[src/rtl/uwr_pkg.sv]
package uwr_pkg;

    typedef enum logic [1:0] {
        FMT_7  = 2'd0,
        FMT_8  = 2'd1,
        FMT_9  = 2'd2,
        FMT_8X = 2'd3
    } fmt_e;

    typedef enum logic [1:0] {
        RX_IDLE,
        RX_START,
        RX_BITS,
        RX_STOP
    } rx_st_e;

    typedef struct packed {
        logic [7:0] data;
        logic       bit9;
        logic       perr;
        logic       ferr;
    } rx_word_t;

    function automatic logic maj3(input logic [2:0] v);
        return (v[0] & v[1]) | (v[0] & v[2]) | (v[1] & v[2]);
    endfunction

    function automatic logic [3:0] data_bits(input fmt_e f);
        return (f == FMT_7) ? 4'd7 : 4'd8;
    endfunction

    function automatic logic has_extra(input fmt_e f, input logic par_en);
        return (f == FMT_9) || par_en;
    endfunction

endpackage

[src/rtl/uwr_bitrx.sv]
module uwr_bitrx
    import uwr_pkg::*;
#(
    parameter int OVS = 16
) (
    input  logic       clk,
    input  logic       rst,
    input  logic       rx_i,
    input  logic       tick_i,
    input  fmt_e       fmt_i,
    input  logic       par_en_i,
    input  logic       hold_i,
    output logic [8:0] raw_o,
    output logic       done_o,
    output logic       stop_ok_o
);
    localparam int CW = $clog2(OVS);
    localparam int MID = OVS / 2;
    localparam logic [CW-1:0] V_FIRST = CW'(MID - 1);
    localparam logic [CW-1:0] V_LAST  = CW'(MID + 1);
    localparam logic [CW-1:0] S_DECIDE = CW'(MID + 2);
    localparam logic [CW-1:0] SLOT_END = CW'(OVS - 1);

    logic          s1, s2;
    rx_st_e        state;
    logic [CW-1:0] cnt;
    logic [2:0]    vote;
    logic [3:0]    idx;
    logic [3:0]    last_idx;
    logic          bit_val;

    assign last_idx = data_bits(fmt_i) + {3'd0, has_extra(fmt_i, par_en_i)} - 4'd1;
    assign bit_val  = maj3(vote);

    always_ff @(posedge clk) begin
        if (rst) begin
            s1        <= 1'b1;
            s2        <= 1'b1;
            state     <= RX_IDLE;
            cnt       <= '0;
            vote      <= '0;
            idx       <= '0;
            raw_o     <= '0;
            done_o    <= 1'b0;
            stop_ok_o <= 1'b1;
        end else begin
            s1     <= rx_i;
            s2     <= s1;
            done_o <= 1'b0;
            if (hold_i) begin
                state <= RX_IDLE;
            end else if (tick_i) begin
                if (state == RX_IDLE) begin
                    if (!s2) begin
                        state <= RX_START;
                        cnt   <= '0;
                        vote  <= '0;
                        raw_o <= '0;
                    end
                end else if (state == RX_STOP && cnt == S_DECIDE) begin
                    done_o    <= 1'b1;
                    stop_ok_o <= bit_val;
                    state     <= RX_IDLE;
                end else if (cnt == SLOT_END) begin
                    cnt <= '0;
                    if (state == RX_START) begin
                        if (bit_val) begin
                            state <= RX_IDLE;
                        end else begin
                            state <= RX_BITS;
                            idx   <= '0;
                        end
                    end else if (state == RX_BITS) begin
                        raw_o[idx] <= bit_val;
                        if (idx == last_idx) begin
                            state <= RX_STOP;
                        end else begin
                            idx <= idx + 4'd1;
                        end
                    end
                end else begin
                    cnt <= cnt + 1'b1;
                    if (cnt >= V_FIRST && cnt <= V_LAST) begin
                        vote <= {vote[1:0], s2};
                    end
                end
            end
        end
    end

    AST_HOLD_IDLE: assert property (@(posedge clk) disable iff (rst)
        hold_i |=> (state == RX_IDLE));
    AST_DONE_AFTER_STOP: assert property (@(posedge clk) disable iff (rst)
        done_o |-> ($past(state) == RX_STOP));

endmodule

[src/rtl/uwr_decode.sv]
module uwr_decode
    import uwr_pkg::*;
(
    input  logic [8:0] raw_i,
    input  logic       stop_ok_i,
    input  fmt_e       fmt_i,
    input  logic       par_en_i,
    input  logic       par_odd_i,
    input  logic       wake_en_i,
    input  logic       fifo_en_i,
    output rx_word_t   word_o,
    output logic       keep_o
);
    logic       is9;
    logic       par_used;
    logic       extra;
    logic [7:0] data;

    always_comb begin
        is9      = (fmt_i == FMT_9);
        par_used = par_en_i && !is9;
        extra    = (fmt_i == FMT_7) ? raw_i[7] : raw_i[8];
        data     = (fmt_i == FMT_7) ? {1'b0, raw_i[6:0]} : raw_i[7:0];

        word_o.data = data;
        if (is9) begin
            word_o.bit9 = extra;
        end else if (par_used && !fifo_en_i) begin
            word_o.bit9 = extra;
        end else begin
            word_o.bit9 = 1'b0;
        end
        word_o.perr = par_used && ((^data ^ extra) != par_odd_i);
        word_o.ferr = !stop_ok_i;
        keep_o      = !(is9 && wake_en_i && !extra);
    end

endmodule

[src/rtl/uwr_store.sv]
module uwr_store
    import uwr_pkg::*;
#(
    parameter int DEPTH = 4
) (
    input  logic     clk,
    input  logic     rst,
    input  logic     fifo_en_i,
    input  logic     push_i,
    input  rx_word_t word_i,
    input  logic     pop_i,
    output rx_word_t head_o,
    output logic     valid_o,
    output logic     stored_o,
    output logic     ovf_o
);
    localparam int AW = (DEPTH > 1) ? $clog2(DEPTH) : 1;

    rx_word_t      mem [DEPTH];
    logic [AW-1:0] wr_ptr, rd_ptr;
    logic [AW:0]   count;
    logic [AW:0]   cap;
    logic          full;
    logic          do_push, do_pop;

    assign cap      = fifo_en_i ? (AW+1)'(DEPTH) : (AW+1)'(1);
    assign full     = (count >= cap);
    assign do_push  = push_i && !full;
    assign do_pop   = pop_i && (count != '0);
    assign stored_o = do_push;
    assign ovf_o    = push_i && full;
    assign valid_o  = (count != '0);
    assign head_o   = mem[rd_ptr];

    always_ff @(posedge clk) begin
        if (rst) begin
            wr_ptr <= '0;
            rd_ptr <= '0;
            count  <= '0;
            for (int i = 0; i < DEPTH; i++) begin
                mem[i] <= '0;
            end
        end else begin
            if (do_push) begin
                mem[wr_ptr] <= word_i;
                wr_ptr      <= (wr_ptr == AW'(DEPTH - 1)) ? '0 : wr_ptr + 1'b1;
            end
            if (do_pop) begin
                rd_ptr <= (rd_ptr == AW'(DEPTH - 1)) ? '0 : rd_ptr + 1'b1;
            end
            count <= count + {{AW{1'b0}}, do_push} - {{AW{1'b0}}, do_pop};
        end
    end

    AST_NO_OVERFLOW: assert property (@(posedge clk) disable iff (rst)
        count <= (AW+1)'(DEPTH));
    AST_QUEUE_NO_EXTRA: assert property (@(posedge clk) disable iff (rst)
        (push_i && fifo_en_i) |-> !word_i.bit9);
    AST_SINGLE_WHEN_OFF: assert property (@(posedge clk) disable iff (rst)
        (!fifo_en_i && $past(!fifo_en_i) && $past(count) <= 1) |-> (count <= 1));

endmodule

[src/rtl/uwr_top.sv]
module uwr_top
    import uwr_pkg::*;
#(
    parameter int OVS   = 16,
    parameter int DEPTH = 4
) (
    input  logic       clk,
    input  logic       rst,
    input  logic       rx_i,
    input  logic       tick_i,
    input  logic [1:0] mode_i,
    input  logic       par_en_i,
    input  logic       par_odd_i,
    input  logic       wake_en_i,
    input  logic       fifo_en_i,
    input  logic       rd_i,
    output logic [7:0] rd_data_o,
    output logic       rd_bit9_o,
    output logic       rd_perr_o,
    output logic       rd_ferr_o,
    output logic       rd_valid_o,
    output logic       oerr_o,
    output logic       irq_o
);
    fmt_e     fmt;
    logic     hold;
    logic [8:0] raw;
    logic     done;
    logic     stop_ok;
    rx_word_t word;
    logic     keep;
    rx_word_t head;
    logic     stored;
    logic     ovf;

    assign fmt  = fmt_e'(mode_i);
    assign hold = (fmt == FMT_9) && fifo_en_i;

    uwr_bitrx #(.OVS(OVS)) u_bitrx (
        .clk       (clk),
        .rst       (rst),
        .rx_i      (rx_i),
        .tick_i    (tick_i),
        .fmt_i     (fmt),
        .par_en_i  (par_en_i),
        .hold_i    (hold),
        .raw_o     (raw),
        .done_o    (done),
        .stop_ok_o (stop_ok)
    );

    uwr_decode u_decode (
        .raw_i     (raw),
        .stop_ok_i (stop_ok),
        .fmt_i     (fmt),
        .par_en_i  (par_en_i),
        .par_odd_i (par_odd_i),
        .wake_en_i (wake_en_i),
        .fifo_en_i (fifo_en_i),
        .word_o    (word),
        .keep_o    (keep)
    );

    uwr_store #(.DEPTH(DEPTH)) u_store (
        .clk       (clk),
        .rst       (rst),
        .fifo_en_i (fifo_en_i),
        .push_i    (done && keep),
        .word_i    (word),
        .pop_i     (rd_i),
        .head_o    (head),
        .valid_o   (rd_valid_o),
        .stored_o  (stored),
        .ovf_o     (ovf)
    );

    always_ff @(posedge clk) begin
        if (rst) begin
            irq_o  <= 1'b0;
            oerr_o <= 1'b0;
        end else begin
            irq_o <= stored;
            if (ovf) begin
                oerr_o <= 1'b1;
            end else if (rd_i) begin
                oerr_o <= 1'b0;
            end
        end
    end

    assign rd_data_o = head.data;
    assign rd_bit9_o = head.bit9;
    assign rd_perr_o = head.perr;
    assign rd_ferr_o = head.ferr;

    AST_IRQ_HAS_DATA: assert property (@(posedge clk) disable iff (rst)
        irq_o |-> rd_valid_o);
    AST_IRQ_ONE_CYCLE: assert property (@(posedge clk) disable iff (rst)
        irq_o |=> !irq_o);
    AST_OERR_STICKY: assert property (@(posedge clk) disable iff (rst)
        (oerr_o && !rd_i) |=> oerr_o);
    AST_OERR_CLEAR: assert property (@(posedge clk) disable iff (rst)
        (rd_i && !ovf) |=> !oerr_o);

endmodule

[config.mk]
export PLATFORM = sky130hd
export DESIGN_NAME = uwr_top
export DESIGN_NICKNAME = d
export VERILOG_FILES = /design/src/rtl/uwr_pkg.sv /design/src/rtl/uwr_bitrx.sv /design/src/rtl/uwr_decode.sv /design/src/rtl/uwr_store.sv /design/src/rtl/uwr_top.sv
export SDC_FILE = /design/constraint.sdc
export NUM_CORES = 1
export LEC_CHECK = 0
export BUFFER_PORTS_ARGS = -buffer_cell sky130_fd_sc_hd__buf_2
export CAP_MARGIN = 20
export CORE_AREA = 2 2 92 94
export DETAILED_ROUTE_END_ITERATION = 8
export DIE_AREA = 0 0 94 96
export GPL_TIMING_DRIVEN = 0
export PLACE_DENSITY_LB_ADDON = 0.12
export SLEW_MARGIN = 20
export SYNTH_ARGS = -nofsm -noshare
export SYNTH_HDL_FRONTEND = slang
export SYNTH_HIERARCHICAL = 1
export SYNTH_SLANG_ARGS = --single-unit
[constraint.sdc]
create_clock -name clk -period 3.7 [get_ports clk]
set_clock_uncertainty 0.2 [all_clocks]
set_input_delay 0 -clock clk [delete_from_list [all_inputs] [get_ports clk]]
set_output_delay 0 -clock clk [all_outputs]
set_load 0.05 [all_outputs]
### Word level (Yosys, flattened, before mapping)

Memory sizes are Yosys's and may differ from the RTL's. A register that Yosys moved wholly into a read port is not among the register bits.
Index checks and enable logic that the tools add are counted.
W data, S select, Z words.

| storage, ports and cells | value |
|---|---|
| bits in registers | 35 |
| bits in writable memories | 44 |
| input port bits | 11 |
| output and inout bits | 14 |
| word-level logic and storage cells | 146 |
| memories | 1 |

| operators by class | value |
|---|---|
| $add $sub $neg | 8 |
| order comparisons | 5 |
| equality and inequality tests | 16 |
| mux-type cells | 51 |
| bitwise gates (word level) | 10 |
| reductions and logical operators | 41 |

Memories:

| memory | depth | bits a word | rd ports | clocked after memory_dff | wr ports | line | text |
|---|---|---|---|---|---|---|---|
| u_store.mem | 4 | 11 | 1 | 1 | 4 | uwr_store.sv:19 | `rx_word_t mem [DEPTH];` |

Operators by type and width:

| cell | number |
|---|---|
| $mux W9 | 6 |
| $mux W4 | 9 |
| $mux W2 | 13 |
| $mux W3 | 6 |
| $logic_and A1 B1 Y1 | 13 |
| $mux W1 | 13 |
| $mux W11 | 1 |
| $reduce_or A11 Y1 | 1 |
| $eq A2 B2 Y1 const B | 5 |
| $reduce_bool A2 Y1 | 5 |
| $bwmux W9 | 1 |
| $add A4 B1 Y4 const B | 2 |
| $eq A4 B4 Y1 const B | 2 |
| $mux W8 | 1 |
| $ne A2 B1 Y1 const B | 4 |
| $reduce_and A4 Y1 | 2 |
| $reduce_and A8 Y1 | 1 |
| $reduce_bool A4 Y1 | 2 |
| $reduce_xor A8 Y1 | 1 |
| $reduce_and A7 Y1 | 1 |
| $logic_not A1 Y1 | 6 |
| $reduce_and A6 Y1 | 1 |
| $reduce_bool A3 Y1 | 2 |
| $lt A4 B5 Y1 const B | 1 |
| other kinds (23) | 32 |

### Longest topological paths before layout

| logic depth | value |
|---|---|
| depth in word-level cells | 12 |
| mapped depth | 12 |
| depth with buffers taken out | 12 |

### By module

The synthesis kept the hierarchy.

Modules (own cells, without submodules):

| module | instances | cells each | area an instance (sq um) | seq. area each (sq um) |
|---|---|---|---|---|
| uwr_store | 1 | 175 | 2436.1 | 1501.4 |
| uwr_bitrx | 1 | 189 | 1570.3 | 520.5 |
| uwr_decode | 1 | 26 | 211.5 | 0.0 |
| uwr_top | 1 | 9 | 86.3 | 40.0 |

### Worst setup path after synthesis

Ideal clock, no wire load.

| path | value |
|---|---|
| path type | reg-to-reg |
| start | reg u_store.count[0] |
| end | reg u_store.count[2] |
| arrival time | 2.114 ns |
| required time | 3.422 ns |
| slack | 1.308 ns |
| cell stages (with the launch flop) | 12 |
| buffers on the path | 0 |
| clock period less this slack | 2.392 ns |
| cells stage by stage | dfxtp_1 -> inv_1 -> ha_1 -> nor3b_4 -> o21ai_2 -> inv_2 -> ha_1 -> inv_1 -> fa_1 -> xor2_1 -> and2_1 -> nor3_1 |

| on the way | value |
|---|---|
| word-level cells in the longest chain between the ends | 5 |

RTL lines:

| what | line | text |
|---|---|---|
| from (decl) | uwr_store.sv:21 | `logic [AW:0] count;` |
| from (signal assigned) | uwr_store.sv:51 | `count <= count + {{AW{1'b0}}, do_push} - {{AW{1'b0}}, do_pop};` |
| $ge A3 B3 Y1 | uwr_store.sv:27 | `assign full = (count >= cap);` |
| $logic_not A1 Y1 | uwr_store.sv:28 | `assign do_push = push_i && !full;` |
| $logic_and A1 B1 Y1 | uwr_store.sv:28 |  |
| via stored | uwr_top.sv:33 | `logic stored;` |
| $add A3 B1 Y3 | uwr_store.sv:51 |  |
| $sub A3 B1 Y3 | uwr_store.sv:51 |  |

The timed path passes the listed nets, and every way through them passes these cells.
A chain may end at the register's enable or synchronous reset.

### Worst setup path in the final report

| path | value |
|---|---|
| start | reg u_bitrx.state[1] |
| end | reg u_bitrx.state[1] |

| on the way | value |
|---|---|
| word-level cells in the longest chain between the ends | 5 |

RTL lines:

| what | line | text |
|---|---|---|
| from (decl) | uwr_bitrx.sv:25 | `rx_st_e state;` |
| from (signal assigned) | uwr_bitrx.sv:39 | `state <= RX_IDLE;` |
| from (signal assigned) | uwr_bitrx.sv:51 | `state <= RX_IDLE;` |
| from (signal assigned) | uwr_bitrx.sv:55 | `state <= RX_START;` |
| $eq A2 B1 Y1 | uwr_bitrx.sv:66 | `if (state == RX_START) begin` |
| $mux W2 | uwr_bitrx.sv:66 |  |
| $mux W2 | uwr_bitrx.sv:64 | `end else if (cnt == SLOT_END) begin` |
| $mux W2 | uwr_bitrx.sv:60 | `end else if (state == RX_STOP && cnt == S_DECIDE) begin` |
| $mux W2 | uwr_bitrx.sv:53 | `if (state == RX_IDLE) begin` |

Several ways; a longest one is shown, not always the timed one. The select of a mux whose other input is x is not followed.

==> flow_metrics.py <==
metrics = {
    "global_route": {
        "grt_pass1_vias": 2997,
        "grt_overflow_total": 0,
        "antenna_found_initial": 0,
        "grt_usage_pct": 20.3,
        "grt_pass1_wl_um": 14000,
        "grt_max_degree": 16,
    },
    "synthesis": {
        "synth_area_um2": 4300,
        "synth_seq_area_share_pct": 47.9,
        "synth_compound_area_share_pct": 11.1,
        "ys_ff_latch": 81,
        "synthesis.nets": 429,
        "ys_warn_count": 6,
        "synthXorXnorAreaFrac_pct": 2.33,
        "synth-edff-count": 44,
        "yosysUniqueCellTypes": 69,
        "synthCells": 399,
        "synthMuxAreaShare_pct": 7.50,
        "avgSynthCellArea_um2": 10.8,
        "yosys.area_share.simple_pct": 20.3,
        "synth_top_family_by_area": "simple AND/OR/NAND/NOR gates",
        "async_flop_share_pct": 0,
        "synth-adder-area-share_pct": 5.93,
        "synth-main-ff-cell": "edfxtp_1",
    },
    "floorplanning": {
        "die_x_um": 94,
        "fp-row-count": 33,
        "fp.dieArea_um2": 9020,
        "core_area_um2": 8050,
        "die_h_um": 96,
        "initial_utilization_pct": 53.5,
        "ios": 25,
    },
    "sta": {
        "setup_viol": 0,
        "worst-slew-pin-transition_ns": 0.654,
        "rsz0062_at_grt": "false",
        "hold_ws_ns": 0.0547,
        "layout_worst_path_cycle_share_pct": 71.7,
        "slew_viol_final": 0,
        "fmax_mhz": 377,
        "tns_ns": 0,
        "postLayoutSetupSlackWorst_ns": 1.05,
        "hold_viol": 0,
        "min_period_ns": 2.65,
        "maxSlewHeadroom_pct": 56.4,
    },
    "route": {
        "drtPass1Iterations": 4,
        "wirelength_um": 8570,
        "postRouteAntennaNets": 0,
        "wl_per_cell_um": 15.6,
        "viasPerCell": 5.57,
        "drt-initial-drc-count": 122,
        "vias": 3064,
        "drcViolationCount": 0,
    },
    "place": {
        "place_area_um2": 4560,
        "pre_cts_slack_ns": 1.13,
        "routabilityCongestion": 0.862,
        "io_buffers": 24,
        "dpl.hpwl_um": 6050,
        "place_inst": 528,
    },
    "clock_network": {
        "cts_setup_buffers": 0,
        "root_buffer": "clkbuf_8",
        "worstSkewPairLatency_ns": 0.35,
        "cts_buffer_depth": 2,
        "path_clk_slew_ns": 0.08,
        "tritoncts": "built",
        "clock-sinks": 81,
        "htreeDepth": 3,
        "cts_buffers": 9,
    },
    "setup_path": {
        "start_kind": "register",
        "worstReg2RegStart": "u_bitrx/state[1]$_SDFFE_PP0P_",
        "cp_max_fo": 10,
        "crit_slowest_cell": "dlygate4sd3_1",
        "endpoint": "u_bitrx/state[1]$_SDFFE_PP0P_",
        "rrSetupSlack_ns": 1.05,
        "reg2reg_depth": 9,
        "worstPathArrival_ns": 2.74,
        "crit_chain": "inv_1 > ha_1 > clkbuf_1 > nand2_1 > nand2_1 > nor4b_1 > o21ai_0 > o32ai_1 > dlygate4sd3_1",
        "crit_top_cell": "nand2_1",
        "worstSetupPathType": "reg -> reg",
        "startpoint": "u_bitrx/state[1]$_SDFFE_PP0P_",
        "cp_data_required_time_ns": 3.79,
        "cp-end-kind": "register",
        "rr_endpoint": "u_bitrx/state[1]$_SDFFE_PP0P_",
        "critical_path.max_stage_delay_ns": 0.58,
    },
    "power": {
        "clockPowerShare_pct": 31.9,
        "p_leak_nw": 1.79,
        "intPower_mw": 1.58,
        "ir_drop_uv": 156,
        "p_per_area_nw_per_um2": 471,
        "switchingPower_mw": 0.701,
        "power_frac_comb_pct": 23.2,
        "swShare_pct": 30.7,
        "seqPwrFrac_pct": 44.9,
    },
    "final_layout": {
        "insertedDiodeCount": 0,
        "design_area_um2": 4850,
        "nNetsFinal": 470,
        "syn2layout_area_growth_pct": 12.6,
        "n_fill_cell": 706,
        "layout-drive-gt1-share_pct": 19.8,
        "fin_cells": 550,
    },
    "run_status": {
        "outcome": "finished clean",
    },
    "worst_hold_path": {
        "hp-class": "in -> reg",
        "hold_depth": 5,
    },
    "flow_run": {
        "cap_viol_max_count": 0,
    },
}
==> per-layer routing <==
| layer | share of wire (%) | routed length, µm | GRT usage (%) |
|---|---|---|---|
| met5 | 0 | 0 | 0 |
| met4 | 1.0 | 86 | 6.28 |
| met3 | 4.5 | 385 | 4.15 |
| met2 | 51 | 4400 | 35.5 |
| met1 | 43 | 3700 | 25.3 |
==> per-stage QoR <==
step                      utilization, %  total power, mW
after CTS                           60.2             2.31
after global placement              56.6             1.56
after floorplan                        -             1.47
after detailed placement            56.6             1.58
after global routing                60.2             2.40
final                               60.2             2.28
==> kinds of logic (layout without fill, tap and decap cells) <==
family                     after synthesis  count (layout)
AOI/OAI and AO/OA                       68              68
xor gates and xnor gates                 9               9
adders and majority gates               20              20
buffers and inverters                   42              88
DFF                                     81              81
muxes                                   18              18
and+or+nand+nor                        161             161
==> synthesized netlist by cell type (all sizes together) (4+ instances only) <==
| cell | number | area, µm² |
|---|---|---|
| nor2 | 72 | 278 |
| edfxtp | 44 | 1320 |
| dfxtp | 37 | 741 |
| nand2b | 26 | 170 |
| inv | 22 | 82.6 |
| a21oi | 21 | 113 |
| ha | 18 | 225 |
| o21ai | 16 | 83.8 |
| buf | 14 | 108 |
| nand2 | 12 | 45.0 |
| mux4 | 11 | 248 |
| nand3 | 9 | 50.1 |
| o2bb2ai | 8 | 70.1 |
| clkbuf | 6 | 22.5 |
| mux2i | 6 | 60.1 |
| nor3 | 6 | 30.0 |
| nor2b | 5 | 31.3 |
| xnor2 | 5 | 51.3 |
| o311ai | 4 | 35.0 |
| or4 | 4 | 30.0 |
==> flip-flops by register name, indices dropped and copies added (netlist names), 2 cells and up, named ones only <==
signal,flops
u_bitrx/state,2
u_bitrx/idx,4
u_bitrx/vote,3
u_store/mem,44
u_store/count,3
u_bitrx/raw_o,9
u_store/rd_ptr,2
u_bitrx/cnt,4
u_store/wr_ptr,2
==> power groups by stage <==
| stage | logic, mW | registers, mW | clock network, mW |
|---|---|---|---|
| after floorplan | 0.432 | 1.04 | 0 |
| after global placement | 0.520 | 1.04 | 0 |
| after detailed placement | 0.532 | 1.05 | 0 |
| after CTS | 0.537 | 1.03 | 0.745 |
| after global routing | 0.574 | 1.03 | 0.789 |
| final | 0.531 | 1.03 | 0.728 |
==> layout by cell type, fill, tap and decap left out, drive strengths merged, types with 5 or more instances in the layout <==
cell type and count:
a21oi 21, buf 38, clkbuf 18, dfxtp 37
dlygate4sd3 6, edfxtp 44, ha 18, inv 24
mux2i 6, mux4 11, nand2 12, nand2b 26
nand3 9, nor2 72, nor2b 5, nor3 6
o21ai 16, o2bb2ai 8, xnor2 5
==> how the worst min path moves through the flow <==
stage / startpoint / end / slack [ns]
after floorplan: rst / oerr_o$_SDFFE_PP0P_ / -0.14
final: par_en_i / u_store/mem[3][1]$_DFFE_PP_ / 0.05
after global placement: rx_i / u_bitrx/s1$_SDFF_PP1_ / -0.02
after detailed placement: rx_i / u_bitrx/s1$_SDFF_PP1_ / -0.02
after CTS: par_en_i / u_store/mem[3][1]$_DFFE_PP_ / 0.04
after global routing: par_en_i / u_store/mem[1][1]$_SDFFCE_PN0P_ / 0.12
==> layout make-up <==
type / count / area, µm² / area share (%)
Inverter: 22 / 82.6 / 1.70
Clock buffer: 12 / 178 / 3.66
Tap cell: 105 / 131 / 2.71
Clock inverter: 4 / 55.1 / 1.14
Buffer: 20 / 130 / 2.68
Multi-Input combinational cell: 276 / 2030 / 41.9
Sequential cell: 81 / 2060 / 42.5
Timing Repair Buffer: 30 / 180 / 3.72
==> timing repair <==
action,CTS,global route
setup endpoints to repair,0,0
gates resized for setup,0,0
hold endpoints to repair,15,0
hold buffers,6,0
==> critical path: cells and delay by family, from the launching register on <==
kind / cells / cell delay (ns)
adders and majority gates: 1 / 0.22
AOI/OAI and AO/OA: 2 / 0.38
DFF: 1 / 0.44
and+or+nand+nor: 3 / 0.47
buffers and inverters: 3 / 0.90
Power figures use the tool's default switching activity.
